[src/rtl/wrs_pkg.sv]
package wrs_pkg;

  typedef enum logic [2:0] {
    CMD_NOP = 3'd0,
    CMD_ACT = 3'd1,
    CMD_RD  = 3'd2,
    CMD_WR  = 3'd3,
    CMD_PRE = 3'd4
  } cmd_e;

  typedef struct packed {
    logic capture;  // latch the incoming request
    logic fire;     // put a command on the bus next cycle
    cmd_e kind;     // which command
  } strobe_t;

  // write-to-read turnaround: half the burst plus two
  function automatic logic [3:0] turnGap(input logic [1:0] burstSel);
    case (burstSel)
      2'd0:    turnGap = 4'd3;
      2'd1:    turnGap = 4'd4;
      default: turnGap = 4'd6;
    endcase
  endfunction

  // row delay as used by the wait counters (0 behaves as 1)
  function automatic logic [2:0] waitLoad(input logic [2:0] cfg);
    waitLoad = (cfg == 3'd0) ? 3'd0 : cfg - 3'd1;
  endfunction

endpackage

[src/rtl/wrs_ctrl.sv]
module wrs_ctrl
  import wrs_pkg::*;
#(
  parameter int BANKS = 4,
  parameter int ROW_W = 13,
  localparam int BANK_W = (BANKS > 1) ? $clog2(BANKS) : 1
) (
  input  logic              clk,
  input  logic              rstN,
  input  logic              reqValid,
  output logic              reqReady,
  input  logic              reqBank_unused_guard,
  input  logic [BANK_W-1:0] reqBank,
  input  logic [ROW_W-1:0]  reqRow,
  input  logic [1:0]        cfgBurst,
  input  logic [2:0]        cfgTrp,
  input  logic [2:0]        cfgTrcd,
  input  logic [BANK_W-1:0] heldBank,
  input  logic [ROW_W-1:0]  heldRow,
  input  logic              heldWrite,
  output strobe_t           strobe
);

  typedef enum logic [1:0] {ST_IDLE, ST_PRE, ST_ACT, ST_ISSUE} state_e;

  state_e             state, nextState;
  logic [3:0]         rdWait;              // global write-to-read wait
  logic [2:0]         stepWait;            // tRP / tRCD wait
  logic [3:0]         bankWait  [BANKS];   // per-bank write-to-precharge wait
  logic               openValid [BANKS];
  logic [ROW_W-1:0]   openRow   [BANKS];
  logic [3:0]         gapLoad;

  assign gapLoad  = turnGap(cfgBurst) - 4'd1;
  assign reqReady = (state == ST_IDLE);

  always_comb begin
    strobe    = '{capture: 1'b0, fire: 1'b0, kind: CMD_NOP};
    nextState = state;
    case (state)
      ST_IDLE: begin
        if (reqValid) begin
          strobe.capture = 1'b1;
          if (openValid[reqBank] && (openRow[reqBank] == reqRow)) nextState = ST_ISSUE;
          else if (openValid[reqBank])                           nextState = ST_PRE;
          else                                                   nextState = ST_ACT;
        end
      end
      ST_PRE: begin
        if (bankWait[heldBank] == 4'd0) begin
          strobe.fire = 1'b1;
          strobe.kind = CMD_PRE;
          nextState   = ST_ACT;
        end
      end
      ST_ACT: begin
        if (stepWait == 3'd0) begin
          strobe.fire = 1'b1;
          strobe.kind = CMD_ACT;
          nextState   = ST_ISSUE;
        end
      end
      default: begin
        if ((stepWait == 3'd0) && (heldWrite || (rdWait == 4'd0))) begin
          strobe.fire = 1'b1;
          strobe.kind = heldWrite ? CMD_WR : CMD_RD;
          nextState   = ST_IDLE;
        end
      end
    endcase
  end

  always_ff @(posedge clk) begin
    if (!rstN) begin
      state    <= ST_IDLE;
      rdWait   <= 4'd0;
      stepWait <= 3'd0;
    end else begin
      state <= nextState;
      if (strobe.fire && strobe.kind == CMD_WR) rdWait <= gapLoad;
      else if (rdWait != 4'd0)                  rdWait <= rdWait - 4'd1;
      if (strobe.fire && strobe.kind == CMD_PRE)      stepWait <= waitLoad(cfgTrp);
      else if (strobe.fire && strobe.kind == CMD_ACT) stepWait <= waitLoad(cfgTrcd);
      else if (stepWait != 3'd0)                      stepWait <= stepWait - 3'd1;
    end
  end

  for (genvar g = 0; g < BANKS; g++) begin : gBank
    logic hitMe;
    assign hitMe = strobe.fire && (heldBank == BANK_W'(g));
    always_ff @(posedge clk) begin
      if (!rstN) begin
        bankWait[g]  <= 4'd0;
        openValid[g] <= 1'b0;
        openRow[g]   <= '0;
      end else begin
        if (hitMe && strobe.kind == CMD_WR) bankWait[g] <= gapLoad;
        else if (bankWait[g] != 4'd0)       bankWait[g] <= bankWait[g] - 4'd1;
        if (hitMe && strobe.kind == CMD_PRE) openValid[g] <= 1'b0;
        if (hitMe && strobe.kind == CMD_ACT) begin
          openValid[g] <= 1'b1;
          openRow[g]   <= heldRow;
        end
      end
    end
  end

  logic unusedGuard;
  assign unusedGuard = reqBank_unused_guard;

endmodule

[src/rtl/wrs_dp.sv]
module wrs_dp
  import wrs_pkg::*;
#(
  parameter int BANKS = 4,
  parameter int ROW_W = 13,
  localparam int BANK_W = (BANKS > 1) ? $clog2(BANKS) : 1
) (
  input  logic              clk,
  input  logic              rstN,
  input  strobe_t           strobe,
  input  logic              reqWrite,
  input  logic [BANK_W-1:0] reqBank,
  input  logic [ROW_W-1:0]  reqRow,
  input  logic [1:0]        cfgBurst,
  input  logic [2:0]        cfgTrp,
  input  logic [2:0]        cfgTrcd,
  output logic [BANK_W-1:0] heldBank,
  output logic [ROW_W-1:0]  heldRow,
  output logic              heldWrite,
  output cmd_e              cmdQ,
  output logic [BANK_W-1:0] cmdBank,
  output logic [ROW_W-1:0]  cmdRow
);

  always_ff @(posedge clk) begin
    if (!rstN) begin
      heldBank  <= '0;
      heldRow   <= '0;
      heldWrite <= 1'b0;
      cmdQ      <= CMD_NOP;
      cmdBank   <= '0;
      cmdRow    <= '0;
    end else begin
      if (strobe.capture) begin
        heldBank  <= reqBank;
        heldRow   <= reqRow;
        heldWrite <= reqWrite;
      end
      if (strobe.fire) begin
        cmdQ    <= strobe.kind;
        cmdBank <= heldBank;
        cmdRow  <= heldRow;
      end else begin
        cmdQ    <= CMD_NOP;
        cmdBank <= '0;
        cmdRow  <= '0;
      end
    end
  end

  // elapsed-cycle counters on the bus, saturating at 15
  logic [3:0]        sinceWr, sincePre, sinceAct;
  logic [BANK_W-1:0] lastWrBank;
  logic [3:0]        needWr, needRp, needRcd;

  assign needWr  = turnGap(cfgBurst);
  assign needRp  = (cfgTrp  == 3'd0) ? 4'd1 : {1'b0, cfgTrp};
  assign needRcd = (cfgTrcd == 3'd0) ? 4'd1 : {1'b0, cfgTrcd};

  always_ff @(posedge clk) begin
    if (!rstN) begin
      sinceWr    <= 4'd15;
      sincePre   <= 4'd15;
      sinceAct   <= 4'd15;
      lastWrBank <= '0;
    end else begin
      if (cmdQ == CMD_WR) begin
        sinceWr    <= 4'd1;
        lastWrBank <= cmdBank;
      end else if (sinceWr != 4'd15) sinceWr <= sinceWr + 4'd1;
      if (cmdQ == CMD_PRE)        sincePre <= 4'd1;
      else if (sincePre != 4'd15) sincePre <= sincePre + 4'd1;
      if (cmdQ == CMD_ACT)        sinceAct <= 4'd1;
      else if (sinceAct != 4'd15) sinceAct <= sinceAct + 4'd1;
    end
  end

  AST_WR_TO_RD: assert property (@(posedge clk) disable iff (!rstN)
    (cmdQ == CMD_RD) |-> (sinceWr >= needWr));
  AST_WR_TO_PRE: assert property (@(posedge clk) disable iff (!rstN)
    (cmdQ == CMD_PRE && cmdBank == lastWrBank) |-> (sinceWr >= needWr));
  AST_PRE_TO_ACT: assert property (@(posedge clk) disable iff (!rstN)
    (cmdQ == CMD_ACT) |-> (sincePre >= needRp));
  AST_ACT_TO_COL: assert property (@(posedge clk) disable iff (!rstN)
    (cmdQ == CMD_RD || cmdQ == CMD_WR) |-> (sinceAct >= needRcd));

endmodule

[src/rtl/wr_spacer.sv]
module wr_spacer
  import wrs_pkg::*;
#(
  parameter int BANKS = 4,
  parameter int ROW_W = 13,
  localparam int BANK_W = (BANKS > 1) ? $clog2(BANKS) : 1
) (
  input  logic              clk,
  input  logic              rstN,
  input  logic              reqValid,
  output logic              reqReady,
  input  logic              reqWrite,
  input  logic [BANK_W-1:0] reqBank,
  input  logic [ROW_W-1:0]  reqRow,
  input  logic [1:0]        cfgBurst,
  input  logic [2:0]        cfgTrp,
  input  logic [2:0]        cfgTrcd,
  output logic [2:0]        cmdCode,
  output logic [BANK_W-1:0] cmdBank,
  output logic [ROW_W-1:0]  cmdRow
);

  strobe_t           strobe;
  logic [BANK_W-1:0] heldBank;
  logic [ROW_W-1:0]  heldRow;
  logic              heldWrite;
  cmd_e              cmdQ;

  wrs_ctrl #(.BANKS(BANKS), .ROW_W(ROW_W)) u_ctrl (
    .clk(clk), .rstN(rstN), .reqValid(reqValid), .reqReady(reqReady),
    .reqBank_unused_guard(1'b0),
    .reqBank(reqBank), .reqRow(reqRow), .cfgBurst(cfgBurst),
    .cfgTrp(cfgTrp), .cfgTrcd(cfgTrcd), .heldBank(heldBank),
    .heldRow(heldRow), .heldWrite(heldWrite), .strobe(strobe)
  );

  wrs_dp #(.BANKS(BANKS), .ROW_W(ROW_W)) u_dp (
    .clk(clk), .rstN(rstN), .strobe(strobe), .reqWrite(reqWrite),
    .reqBank(reqBank), .reqRow(reqRow), .cfgBurst(cfgBurst),
    .cfgTrp(cfgTrp), .cfgTrcd(cfgTrcd), .heldBank(heldBank),
    .heldRow(heldRow), .heldWrite(heldWrite), .cmdQ(cmdQ),
    .cmdBank(cmdBank), .cmdRow(cmdRow)
  );

  assign cmdCode = cmdQ;

endmodule

[config.mk]
export PLATFORM = sky130hd
export DESIGN_NAME = wr_spacer
export DESIGN_NICKNAME = d
export VERILOG_FILES = /design/src/rtl/wrs_pkg.sv /design/src/rtl/wrs_ctrl.sv /design/src/rtl/wrs_dp.sv /design/src/rtl/wr_spacer.sv
export SDC_FILE = /design/constraint.sdc
export NUM_CORES = 1
export LEC_CHECK = 0
export BUFFER_PORTS_ARGS = -buffer_cell sky130_fd_sc_hd__buf_2
export CAP_MARGIN = 20
export CORE_UTILIZATION = 40
export DETAILED_ROUTE_END_ITERATION = 10
export SLEW_MARGIN = 25
export SYNTH_ARGS = -nofsm -noshare
export SYNTH_HDL_FRONTEND = slang
export SYNTH_HIERARCHICAL = 1
export SYNTH_SLANG_ARGS = --single-unit
[constraint.sdc]
create_clock -name clk -period 4 [get_ports clk]
set_clock_uncertainty 0.1 [all_clocks]
set_input_delay 0 -clock clk [delete_from_list [all_inputs] [get_ports clk]]
set_output_delay 0 -clock clk [all_outputs]
set_load 0.02 [all_outputs]
Word level (Yosys, flattened, before mapping):

Memories as Yosys holds them, arrays and structs flattened. A register that Yosys moved wholly into a read port is not among the register bits.
Cells that the tools add are included.

* bits in registers: 43
* memory bits (writable): 72
* output and inout bits: 19
* word-level logic and storage cells: 192
* memories: 3

Memories
* u_ctrl.openRow: depth 4, width 13, rd ports 1, clocked after memory_dff 0, write ports 4, RTL line wrs_ctrl.sv:31 `logic [ROW_W-1:0] openRow [BANKS];`
* u_ctrl.bankWait: depth 4, width 4, rd ports 5, clocked after memory_dff 1, write ports 4, RTL line wrs_ctrl.sv:29 `logic [3:0] bankWait [BANKS];`
* u_ctrl.openValid: depth 4, width 1, rd ports 1, clocked after memory_dff 0, write ports 4, RTL line wrs_ctrl.sv:30 `logic openValid [BANKS];`

* add/sub/neg operators: 9
* eq/ne operators: 13
* mux-type cells: 97
* bitwise operators: 20
* reduce and logical (&&, ||, !) cells: 41

Operators by type and width (count)
* 2-to-1 mux 1 bit: 64
* 2-to-1 mux 13 bit: 4
* 2-to-1 mux 4 bit: 13
* nonzero test 4 bit: 6
* logical AND 1 bit: 21
* bitwise OR 1 bit: 20
* subtractor 4 x 1 -> 4 bit, second input constant: 5
* 2-to-1 mux 2 bit: 8
* 2-to-1 mux 3 bit: 5
* == test 13 bit: 1
* case mux 4 bit (3 select lines): 1
* zero test 3 bit: 3
* subtractor 3 x 1 -> 3 bit, second input constant: 3
* zero test 4 bit: 2
* == test 2 x 1 -> 1 bit, second input constant: 3
* == test 2 bit, second input constant: 3
* zero test 2 bit: 3
* case mux 2 bit (3 select lines): 1
* case mux 3 bit (2 select lines): 1
* nonzero test 3 bit: 2
* != test 2 x 1 -> 1 bit, second input constant: 2
* AND reduction 4 bit: 1
* subtractor 3 x 1 -> 4 bit, second input constant: 1
* == test 3 x 1 -> 1 bit, second input constant: 1
* 6 further kinds: 6

Longest topological paths before layout:

* depth in word-level cells: 12
* depth in mapped cells: 8
* mapped depth without buffers: 7

Modules after synthesis:

The synthesis kept the hierarchy.

By module, submodules not included
* wrs_ctrl: times used 1, cells each 393, area each 4473.0 µm², sequential area each 2332.2 µm²
* wrs_dp: times used 1, cells each 90, area each 1099.8 µm², sequential area each 680.7 µm²
* wr_spacer: times used 1, cells each 1, area each 3.8 µm², sequential area each 0.0 µm²

Worst setup path before layout:

OpenSTA, ideal clock, no wires.

* path kind: reg-to-reg
* from: memory u_ctrl.bankWait[3][0]
* to: memory u_ctrl.openValid[1] (enable)
* setup time: 251 ps
* arrival time: 2728 ps
* setup slack: 921 ps
* cell stages (with the launch flop): 6
* path buffers: 0
* period minus slack after synthesis: 3079 ps
* cell sequence: edfxtp_1 or4_4 a222oi_1 a21o_2 o21ai_0 o21bai_1

RTL lines (RTL line)
* start: declaration: wrs_ctrl.sv:29
* end: declaration: wrs_ctrl.sv:30

==> key figures <==
Cells and area
  • Layout area overhead: 23.8%
  • Fillers: 1,144
  • Commonest non-fill, non-tap cell in the layout: edfxtp_1
  • Nets: 607
  • Most frequent cells in the layout: edfxtp_1, and2_1, buf_2, dfxtp_1, nor2_1
  • Antenna fix cells: 0
  • Final cell count without fillers: 753
  • Share of layout cells above drive strength 1: 19.4%

Power
  • Clk network pwr share: 36.6%
  • P per Cell Area: 660 nW/um^2
  • Peak VDD IR: 0.292 mV
  • Switching power: 1.38 mW
  • Sequential Power Share: 36.1%
  • Switching Share: 30.3%
  • Comb pwr share: 27.4%
  • Int Power: 3.18 mW
  • Leak: 2.86 nW

Detailed routing
  • Via count: 3,990
  • Met2 Wirelength: 6620 um
  • DRT met1 WL: 5830 um
  • Wire length on met3: 550 um
  • Max layer used: met4
  • Iter 0 DRT Violations: 351
  • Number of vias per cell: 5.30
  • DR WL/cell: 17.4 um
  • Detail Route Antenna Nets: 0
  • DRC violations left: 0
  • Post-Route WL: 13,100 um
  • DR pass1 iterations: 6

Clock network
  • H-tree Lvls: 4
  • CTS tree: yes
  • Clk_lat worst skew: 420 ps
  • Clock Pin Slew Worst Setup and Hold Paths: 50 ps
  • CTS max path bufs: 2
  • Clk sinks: 115
  • Cts bufs inserted: 17
  • Root Buffer Master: clkbuf_16
  • Post-CTS Resized: 0

STA
  • Post-layout min period: 3140 ps
  • Peak Freq: 0.319 GHz
  • Slew Limit Fails: 0
  • Min Hold Slack: 29.6 ps
  • Fin Setup TNS: 0 ps
  • Slew @ Worst Pin: 963 ps
  • RSZ-0062 raised after global routing: false
  • Fin crit share: 78.4%
  • Final setup viols: 0
  • Slew HR: 35.4%
  • Final-report hold violation count: 0

Yosys
  • Syn nets: 526
  • Mean post-synth cell area: 11.5 um^2
  • Synth Cell Area: 5570 um^2
  • Synth Instances: 483
  • Synth Warn #: 6

Outcome
  • Status: finished, final reports clean

Worst setup path
  • Worst Path Arrival: 3330 ps
  • WS Path Type: flop to flop
  • Endpoint type of the worst setup path: flop
  • FF-to-FF path depth: 7
  • CP required: 4190 ps
  • Worst setup SP type: flop
  • Critical Path Fanout Max: 9

Global route
  • Number of global-route vias before repair: 3,888
  • First-pass GRT wire length: 20,600 um
  • Initial antenna violation count: 0
  • Total grt overflow: 0
  • GRT Total Usage: 19.3%
  • Largest net degree at the start of global routing: 48

Die
  • Starting Density: 41.6%
  • Die W: 120 um
  • I/O pin cnt: 46
  • Row cnt: 42
  • Die Ht: 120 um
  • Core footprint: 13,400 um^2
  • Die area: 14,400 um^2

Place
  • Placed cell count: 697
  • Dpl hpwl: 8610 um
  • RePlAce Congestion: 0.842
  • Port Buf Inserts: 45

Hold path
  • Hold WC Path Type: primary input to flop
  • Hold depth: 3

Flow run
  • Max_cap viols: 0
-- worst max-delay path: stages (launching register included) --
cell	delay, ps
edfxtp_1	430
or4_1	600
a222oi_1	380
buf_4	230
a21o_2	240
a21oi_1	60
dlygate4sd3_1	580
o41a_1	410
-- registers in the layout, summed over array words and instances (netlist names) --
name	count
u_ctrl/openRow	52
u_ctrl/bankWait	16
u_dp/cmdRow	13
u_dp/heldRow	13
u_ctrl/openValid	4
u_ctrl/rdWait	4
u_ctrl/stepWait	3
u_dp/cmdQ	3
u_ctrl/state	2
u_dp/cmdBank	2
u_dp/heldBank	2
u_dp/heldWrite	1
-- area by class of cell --
type                       instances  area (um^2)  area share, %
sequential                       115         3010           43.7
multi-input combinational        328         2390           34.6
timing repair buffer              79          541           7.83
clock buffer                      22          474           6.87
tap                              176          220           3.19
clock inverter                    10          178           2.57
inverter                          23         86.3           1.25
-- power groups by stage --
stage,logic (mW),registers [mW],clock network [mW]
floorplan,0.908,1.62,0
global placement,1.16,1.65,0
detailed placement,1.20,1.66,0
CTS,1.24,1.64,1.69
global route,1.38,1.67,1.74
finish,1.25,1.64,1.67
-- stage by stage --
step / setup WS [ps] / instance area, um^2 / total power [mW] / utilization (%)
after floorplan: 921 / 5570 / 2.53 / -
after global placement: 1110 / 6010 / 2.81 / 44.8
after detailed placement: 996 / 6010 / 2.86 / 44.8
after CTS: 890 / 6900 / 4.58 / 51.5
after global routing: 742 / 6900 / 4.79 / 51.5
final: 864 / 6900 / 4.56 / 51.5
-- worst paths after layout --
path / end / slack (ps) / from
setup reg to reg: u_ctrl/stepWait[1]$_SDFFE_PN0P_ / 860 / u_ctrl/bankWait[0][0]$_DFFE_PP_
hold reg to reg: u_ctrl/state[1]$_SDFFE_PN0P_ / 410 / u_ctrl/state[1]$_SDFFE_PN0P_
hold / removal: u_dp/heldBank[1]$_SDFFE_PN0P_ / 30 / reqBank[1]
setup / recovery: u_ctrl/stepWait[1]$_SDFFE_PN0P_ / 860 / u_ctrl/bankWait[0][0]$_DFFE_PP_
-- what timing repair did --
| item | CTS | global route |
|---|---|---|
| endpoints found under the hold margin | 25 | 0 |
| endpoints found under the setup margin | 0 | 0 |
| hold buffers | 24 | 0 |
| setup buffers | 0 | 0 |
-- metal layers --
layer,vias up,track usage [%]
met5,-,0
met4,0,8.36
met3,13,4.09
met2,108,32.1
met1,1970,24.2
li1,1899,-
Power figures use the tool's default switching activity.
